## src/rtl/ser_tx_pkg.sv

```systemverilog
// Package: shared widths, pad constants and 8b/10b sub-block lookups.
// Assumes code words are written here with code bit "a" as the MSB.
package ser_tx_pkg;
    localparam int CHAR_W  = 10;
    localparam int BYTE_W  = 8;
    localparam int NLANES  = 3;
    localparam logic [BYTE_W-1:0] PAD_BYTE = 8'hBC;            // K28.5 with k=1
    // K28.5 negative-disparity form, stored with code bit "a" at bit 0
    localparam logic [CHAR_W-1:0] PAD_NEG_WORD = 10'b0101111100;

    // 5b/6b lookup, negative-disparity column, result abcdei (a = MSB)
    function automatic logic [5:0] code6(input logic [4:0] x);
        logic [5:0] r;
        case (x)
            5'd0:  r = 6'b100111;  5'd1:  r = 6'b011101;
            5'd2:  r = 6'b101101;  5'd3:  r = 6'b110001;
            5'd4:  r = 6'b110101;  5'd5:  r = 6'b101001;
            5'd6:  r = 6'b011001;  5'd7:  r = 6'b111000;
            5'd8:  r = 6'b111001;  5'd9:  r = 6'b100101;
            5'd10: r = 6'b010101;  5'd11: r = 6'b110100;
            5'd12: r = 6'b001101;  5'd13: r = 6'b101100;
            5'd14: r = 6'b011100;  5'd15: r = 6'b010111;
            5'd16: r = 6'b011011;  5'd17: r = 6'b100011;
            5'd18: r = 6'b010011;  5'd19: r = 6'b110010;
            5'd20: r = 6'b001011;  5'd21: r = 6'b101010;
            5'd22: r = 6'b011010;  5'd23: r = 6'b111010;
            5'd24: r = 6'b110011;  5'd25: r = 6'b100110;
            5'd26: r = 6'b010110;  5'd27: r = 6'b110110;
            5'd28: r = 6'b001110;  5'd29: r = 6'b101110;
            5'd30: r = 6'b011110;  default: r = 6'b101011;
        endcase
        return r;
    endfunction

    // 3b/4b lookup, negative-disparity column, result fghj (f = MSB), primary .7
    function automatic logic [3:0] code4(input logic [2:0] y);
        logic [3:0] r;
        case (y)
            3'd0: r = 4'b1011;  3'd1: r = 4'b1001;
            3'd2: r = 4'b0101;  3'd3: r = 4'b1100;
            3'd4: r = 4'b1101;  3'd5: r = 4'b1010;
            3'd6: r = 4'b0110;  default: r = 4'b1110;
        endcase
        return r;
    endfunction
endpackage

```

## src/rtl/ser_tx_enc.sv

```systemverilog
// 8b/10b encoder, purely combinational.
// Assumes k_in is used only for the K28.y family; rd_in 1 = positive disparity.
// The output word carries code bit "a" at bit 0, ready for LSB-first shifting.
module ser_tx_enc
    import ser_tx_pkg::*;
(
    input  logic [BYTE_W-1:0] byte_in,
    input  logic              k_in,
    input  logic              rd_in,
    output logic [CHAR_W-1:0] word_out,
    output logic              rd_out
);
    logic [4:0] x;
    logic [2:0] y;
    logic [5:0] raw6, c6;
    logic [3:0] raw4, c4;
    logic [2:0] ones6, ones4;
    logic       rd_mid, alt7;
    logic [CHAR_W-1:0] msb_first;

    assign x = byte_in[4:0];
    assign y = byte_in[7:5];

    // Six-bit sub-block and mid-character disparity
    always_comb begin
        raw6   = k_in ? 6'b001111 : code6(x);
        ones6  = 3'($countones(raw6));
        c6     = (rd_in && (ones6 != 3'd3 || raw6 == 6'b111000)) ? ~raw6 : raw6;
        rd_mid = (ones6 != 3'd3) ? ~rd_in : rd_in;
    end

    // Four-bit sub-block, alternate .7 selection and final disparity
    always_comb begin
        alt7 = k_in || (!rd_mid && (x == 5'd17 || x == 5'd18 || x == 5'd20))
                    || ( rd_mid && (x == 5'd11 || x == 5'd13 || x == 5'd14));
        raw4  = (y == 3'd7 && alt7) ? 4'b0111 : code4(y);
        ones4 = 3'($countones(raw4));
        if (k_in && ones4 == 3'd2 && y != 3'd3)
            c4 = rd_mid ? raw4 : ~raw4;
        else
            c4 = (rd_mid && (ones4 != 3'd2 || y == 3'd3)) ? ~raw4 : raw4;
        rd_out = (ones4 != 3'd2) ? ~rd_mid : rd_mid;
    end

    // Reorder so that code bit "a" lands at bit 0
    assign msb_first = {c6, c4};
    always_comb begin
        for (int i = 0; i < CHAR_W; i++)
            word_out[i] = msb_first[CHAR_W-1-i];
    end
endmodule

```

## src/rtl/ser_tx_shift.sv

```systemverilog
// Character shifter: a W-phase slot counter and an LSB-first shift register.
// Assumes load_word is valid in the cycle where last_slot is high.
module ser_tx_shift #(
    parameter int              W          = 10,
    parameter logic [W-1:0]    RESET_WORD = '0
) (
    input  logic         clk,
    input  logic         rst_n,
    input  logic [W-1:0] load_word,
    output logic         ser_bit,
    output logic         last_slot
);
    localparam int CW = $clog2(W);
    localparam logic [CW-1:0] LAST = CW'(W - 1);

    logic [CW-1:0] phase_q;
    logic [W-1:0]  sreg_q;

    assign last_slot = (phase_q == LAST);
    assign ser_bit   = sreg_q[0];

    // Advance the slot counter, wrapping after the last bit time
    always_ff @(posedge clk) begin
        if (!rst_n)         phase_q <= '0;
        else if (last_slot) phase_q <= '0;
        else                phase_q <= phase_q + 1'b1;
    end

    // Reload at the slot boundary, otherwise shift toward bit 0
    always_ff @(posedge clk) begin
        if (!rst_n)         sreg_q <= RESET_WORD;
        else if (last_slot) sreg_q <= load_word;
        else                sreg_q <= {1'b0, sreg_q[W-1:1]};
    end
endmodule

```

## src/rtl/ser_tx_lanes.sv

```systemverilog
// Lane fan-out: copies the serial bit to N complementary pairs and darkens
// the lanes selected by MASK while the registered blank request is set.
// Assumes blank may change at any time; it acts from the next bit edge.
module ser_tx_lanes #(
    parameter int             N    = 3,
    parameter logic [N-1:0]   MASK = '1
) (
    input  logic         clk,
    input  logic         rst_n,
    input  logic         ser_bit,
    input  logic         blank,
    output logic [N-1:0] out_p,
    output logic [N-1:0] out_n
);
    logic blank_q;

    // Align the blank request to the bit boundary
    always_ff @(posedge clk) begin
        if (!rst_n) blank_q <= 1'b0;
        else        blank_q <= blank;
    end

    for (genvar i = 0; i < N; i++) begin : g_lane
        if (MASK[i]) begin : g_gated
            assign out_p[i] = ser_bit & ~blank_q;
        end else begin : g_live
            assign out_p[i] = ser_bit;
        end
        assign out_n[i] = ~out_p[i];
    end
endmodule

```

## src/rtl/ser_tx_top.sv

```systemverilog
// Serializer top: host character selection, pad fill, running disparity,
// shifter and three-lane output with blanking of lanes A and B.
// Assumes host inputs are held stable across the edge ending char_strobe.
module ser_tx_top
    import ser_tx_pkg::*;
(
    input  logic              clk,
    input  logic              rst_n,
    input  logic              tx_en_a_n,
    input  logic              tx_en_b_n,
    input  logic              raw_mode,
    input  logic              tx_k,
    input  logic [CHAR_W-1:0] tx_word,
    input  logic              blank_ab,
    output logic              char_strobe,
    output logic              lane_a_p,
    output logic              lane_a_n,
    output logic              lane_b_p,
    output logic              lane_b_n,
    output logic              lane_c_p,
    output logic              lane_c_n
);
    localparam logic [NLANES-1:0] BLANK_SEL = 3'b011;   // lanes A and B

    logic              host_en, raw_sel, rd_q, enc_rd, ser_bit;
    logic [BYTE_W-1:0] enc_byte;
    logic              enc_k;
    logic [CHAR_W-1:0] enc_word, load_word;
    logic [NLANES-1:0] lp, ln;

    assign host_en  = !tx_en_a_n || !tx_en_b_n;
    assign raw_sel  = host_en && raw_mode;
    assign enc_byte = host_en ? tx_word[BYTE_W-1:0] : PAD_BYTE;
    assign enc_k    = host_en ? tx_k : 1'b1;

    ser_tx_enc u_enc (
        .byte_in  (enc_byte),
        .k_in     (enc_k),
        .rd_in    (rd_q),
        .word_out (enc_word),
        .rd_out   (enc_rd)
    );

    assign load_word = raw_sel ? tx_word : enc_word;

    // Running disparity: positive after the reset pad, frozen by raw characters
    always_ff @(posedge clk) begin
        if (!rst_n)                      rd_q <= 1'b1;
        else if (char_strobe && !raw_sel) rd_q <= enc_rd;
    end

    ser_tx_shift #(.W(CHAR_W), .RESET_WORD(PAD_NEG_WORD)) u_shift (
        .clk       (clk),
        .rst_n     (rst_n),
        .load_word (load_word),
        .ser_bit   (ser_bit),
        .last_slot (char_strobe)
    );

    ser_tx_lanes #(.N(NLANES), .MASK(BLANK_SEL)) u_lanes (
        .clk     (clk),
        .rst_n   (rst_n),
        .ser_bit (ser_bit),
        .blank   (blank_ab),
        .out_p   (lp),
        .out_n   (ln)
    );

    assign lane_a_p = lp[0];
    assign lane_a_n = ln[0];
    assign lane_b_p = lp[1];
    assign lane_b_n = ln[1];
    assign lane_c_p = lp[2];
    assign lane_c_n = ln[2];
endmodule

```

## config.mk

```make
export PLATFORM = sky130hd
export DESIGN_NAME = ser_tx_top
export DESIGN_NICKNAME = d
export VERILOG_FILES = /design/src/rtl/ser_tx_pkg.sv /design/src/rtl/ser_tx_enc.sv /design/src/rtl/ser_tx_shift.sv /design/src/rtl/ser_tx_lanes.sv /design/src/rtl/ser_tx_top.sv
export SDC_FILE = /design/constraint.sdc
export NUM_CORES = 1
export LEC_CHECK = 0
export ABC_AREA = 1
export ABC_CLOCK_PERIOD_IN_PS = 11000
export CAP_MARGIN = 40
export CORE_AREA = 2 2 77 64
export DETAILED_ROUTE_END_ITERATION = 12
export DIE_AREA = 0 0 79 66
export MAX_ROUTING_LAYER = met4
export SLEW_MARGIN = 20
export SYNTH_ARGS = -nofsm -noshare
export SYNTH_HDL_FRONTEND = slang
export SYNTH_SLANG_ARGS = --single-unit
```

## constraint.sdc

```tcl
create_clock -name clk -period 11 [get_ports clk]
set_input_delay 1.1 -clock clk [delete_from_list [all_inputs] [get_ports clk]]
set_output_delay 1.1 -clock clk [all_outputs]
set_load 0.01 [all_outputs]
```

==> flow_metrics.py <==
metrics = {
    "clock_network": {
        "clock_latency_ps": 250,
        "clkTransAtPathRegs_ps": 60,
        "cts_root_buf": "clkbuf_8",
        "holdBufCountCts": 0,
        "cts_buffers": 3,
        "cts.sinks": 16,
        "htree_levels": 1,
        "cts_buffer_depth": 2,
        "cts_setup_buffers": 0,
        "post_cts_resized": 0,
        "cts_tree": "built",
    },
    "power_and_ir_drop": {
        "power_frac_seq_pct": 29.4,
        "pwr-share-comb_pct": 46.8,
        "p_switching_mw": 0.0815,
        "vdd_drop_max_mv": 0.0450,
        "power_frac_clock_pct": 23.8,
        "switching_share_pct": 38.5,
        "p_leak_nw": 1.01,
        "intPower_mw": 0.130,
        "powerDensity_nw_per_um2": 104,
    },
    "global_route": {
        "grt_use_met1_pct": 26.5,
        "grtUsageTotal_pct": 17.2,
        "grt-busiest-layer": "met1",
        "grt_pass1_vias": 1486,
        "grt-ovfl-total": 0,
        "antenna_found_initial": 0,
        "grtUsageMet2_pct": 23.8,
        "met3_usage_pct": 2.60,
        "grt_pass1_wl_mm": 6.88,
        "grt_max_degree": 14,
    },
    "worst_setup_path": {
        "rr_worst_depth": 20,
        "reg2reg_to": "u_shift.sreg_q[7]$_SDFF_PN0_",
        "reg2reg_from": "rd_q$_SDFFE_PN1P_",
        "critPathArrivalTime_ps": 7050,
        "cpMaxStageDelayCell": "nor3b_1",
        "critPathKind": "primary input to flop",
        "startpoint_type": "primary input",
        "critPathMostFrequentCell": "nand2_1",
        "cp-end-kind": "flop",
        "slowest_delay_ps": 570,
        "rrSetupSlack_ps": 7570,
        "critPathLaunch": "tx_en_a_n",
        "cp_max_fo": 9,
        "crit_path_end": "u_shift.sreg_q[7]$_SDFF_PN0_",
        "cp.required_ps": 11140,
    },
    "outcome": {
        "status": "completed",
    },
    "synth": {
        "synth_cells": 261,
        "ys_warn_count": 0,
        "synthesis.nets": 300,
        "seq_area_frac_synth_pct": 18.8,
        "synth_area_um2": 1710,
        "avgSynthCellArea_um2": 6.53,
        "ys_types": 35,
        "synth-seq-cells": 16,
    },
    "sta": {
        "slew_violations": 0,
        "hold_viol": 0,
        "fin_hold_ws_ps": 430,
        "tns_ps": 0,
        "slew_headroom_pct": 54.7,
        "worstMarginPinSlew_ps": 677,
        "fin_skew_ps": 3.35,
        "rsz0062_at_grt": "no",
        "finalCriticalPeriod_ps": 6910,
        "max_freq_mhz": 145,
        "finalSetupViolCount": 0,
        "post-route-period-util_pct": 62.8,
    },
    "placement": {
        "io_buffer_count": 23,
        "gp_congestion": 0.968,
        "post-dp-hpwl_mm": 3.34,
    },
    "flow_run": {
        "maxCapViolCount": 0,
    },
    "layout": {
        "antenna_cells": 0,
        "register_area_um2": 320,
        "nets": 325,
        "area_delta_synth_final_pct": 20.0,
        "drive_gt1_share_pct": 13.3,
        "nFillCells": 471,
        "multi_input_area_um2": 1190,
    },
    "floorplanning": {
        "start_util_pct": 38.2,
        "core_area_um2": 4460,
        "die-area_um2": 5210,
        "die_x_um": 79,
        "pin_count": 24,
        "fp.dieH_um": 66,
        "row_count": 22,
    },
    "routing": {
        "route.detailed.drc": 0,
        "num_vias": 1681,
        "drt_pass1_iterations": 4,
        "ant_nets": 0,
        "wl_mm": 4.04,
        "dr.first_iter.drc_count": 123,
        "vias_per_cell": 4.87,
        "wl_per_cell_um": 11.7,
    },
    "min_path": {
        "hp-class": "flop to flop",
    },
}
[worst max-delay path, delay by kind of cell]
kind | cells | cell delay [ps]
AND/OR/NAND/NOR | 19 | 2360
adder cells (fa/ha/maj) | 7 | 2100
buffers and inverters | 7 | 950
AO/OA/AOI/OAI | 4 | 400
XOR/XNOR | 1 | 140
[Yosys cell counts]
cell	n	area [µm²]
o31ai_1	1	7.51
ha_1	19	238
a31oi_1	2	12.5
a22oi_1	1	7.51
a21oi_2	3	26.3
nand3_1	18	90.1
nand2_2	7	43.8
inv_2	7	26.3
o21ai_0	5	25.0
nand2_1	64	240
o22ai_1	2	12.5
nand3_2	2	20.0
o21ai_1	5	25.0
nand4_1	5	31.3
o21a_1	1	7.51
nor2_2	5	31.3
nor2_1	21	78.8
clkinv_1	1	3.75
nor2_4	1	11.3
inv_1	36	135
o21ai_2	3	26.3
inv_4	1	6.26
nor2_8	1	20.0
o221ai_1	1	8.76
a21oi_1	18	90.1
or2_2	1	6.26
dfxtp_1	16	320
nor3b_1	1	7.51
xor2_1	1	8.76
nand2_4	3	33.8
fa_1	3	60.1
o211ai_1	1	7.51
buf_4	2	15.0
clkbuf_1	1	3.75
xnor2_1	2	17.5
[cell usage in the layout (no fill, tap or decap), drive strengths merged, types with 2 or more instances in the layout]
| master | Yosys | layout |
|---|---|---|
| a21oi | 21 | 21 |
| a31oi | 2 | 2 |
| clkbuf | 1 | 4 |
| clkdlybuf4s50 | 0 | 23 |
| dfxtp | 16 | 16 |
| fa | 3 | 3 |
| ha | 19 | 19 |
| inv | 44 | 44 |
| nand2 | 74 | 74 |
| nand3 | 20 | 20 |
| nand4 | 5 | 5 |
| nor2 | 28 | 28 |
| o21ai | 13 | 13 |
| o22ai | 2 | 2 |
| xnor2 | 2 | 2 |
[registers in the layout (all words and copies together) (netlist names)]
register	cells
rd_q	1
u_lanes.blank_q	1
u_shift.phase_q	4
u_shift.sreg_q	10
[worst min path at each step]
stage	start	end	slack, ps	depth (start not counted)
6_report	u_shift.sreg_q[8]$_SDFF_PN1_	u_shift.sreg_q[7]$_SDFF_PN0_	430	2
5_1_grt	u_shift.sreg_q[8]$_SDFF_PN1_	u_shift.sreg_q[7]$_SDFF_PN0_	480	2
4_1_cts	u_shift.sreg_q[1]$_SDFF_PN0_	u_shift.sreg_q[0]$_SDFF_PN0_	430	2
3_5_place_dp	u_shift.sreg_q[1]$_SDFF_PN0_	u_shift.sreg_q[0]$_SDFF_PN0_	420	2
3_3_place_gp	u_shift.sreg_q[1]$_SDFF_PN0_	u_shift.sreg_q[0]$_SDFF_PN0_	410	2
2_1_floorplan	u_shift.sreg_q[8]$_SDFF_PN1_	u_shift.sreg_q[7]$_SDFF_PN0_	400	2
[area by class of cell]
| type | instances | area share [%] |
|---|---|---|
| inverters | 45 | 8.37 |
| flip-flops and latches | 16 | 15.6 |
| clock buffers | 4 | 2.69 |
| multi-input cells | 197 | 58.4 |
| well taps | 60 | 3.67 |
| repair buffers | 23 | 11.2 |
[logic make-up (layout without fill, tap and decap cells)]
group           count (synthesis)  count (layout)  synth area share [%]
fa+ha+maj                      22              22                  17.5
flops                          16              16                  18.8
simple gates                  129             129                  36.0
buf+inv                        48              72                  11.2
xor+xnor                        3               3                  1.54
compound gates                 43              43                  15.0
[metrics by stage]
step / std cells / total power [mW] / setup WS [ps] / instance area [µm²] / util (%)
after global routing: 345 / 0.230 / 3570 / 2050 / 45.9
after global placement: 341 / 0.161 / 4000 / 1990 / 44.7
final: 345 / 0.212 / 4090 / 2050 / 45.9
after floorplan: 261 / 0.135 / 5110 / 1710 / -
after detailed placement: 341 / 0.162 / 3850 / 1990 / 44.7
after CTS: 345 / 0.213 / 4090 / 2050 / 45.9
[metal layers]
metal / wire, µm / vias up
li1: - / 892
met1: 2150 / 726
met4: 19 / 0
met2: 1570 / 61
met3: 297 / 2
met5: 0 / -
[power groups by stage]
stage | combinational (mW) | sequential (mW) | clock [mW]
6_report | 0.0991 | 0.0622 | 0.0505
3_3_place_gp | 0.0975 | 0.0634 | 0
4_1_cts | 0.0989 | 0.0622 | 0.0519
2_1_floorplan | 0.0716 | 0.0633 | 0
5_1_grt | 0.112 | 0.0625 | 0.0550
3_5_place_dp | 0.0986 | 0.0635 | 0
No activity file was read; power rests on OpenSTA's default activity.
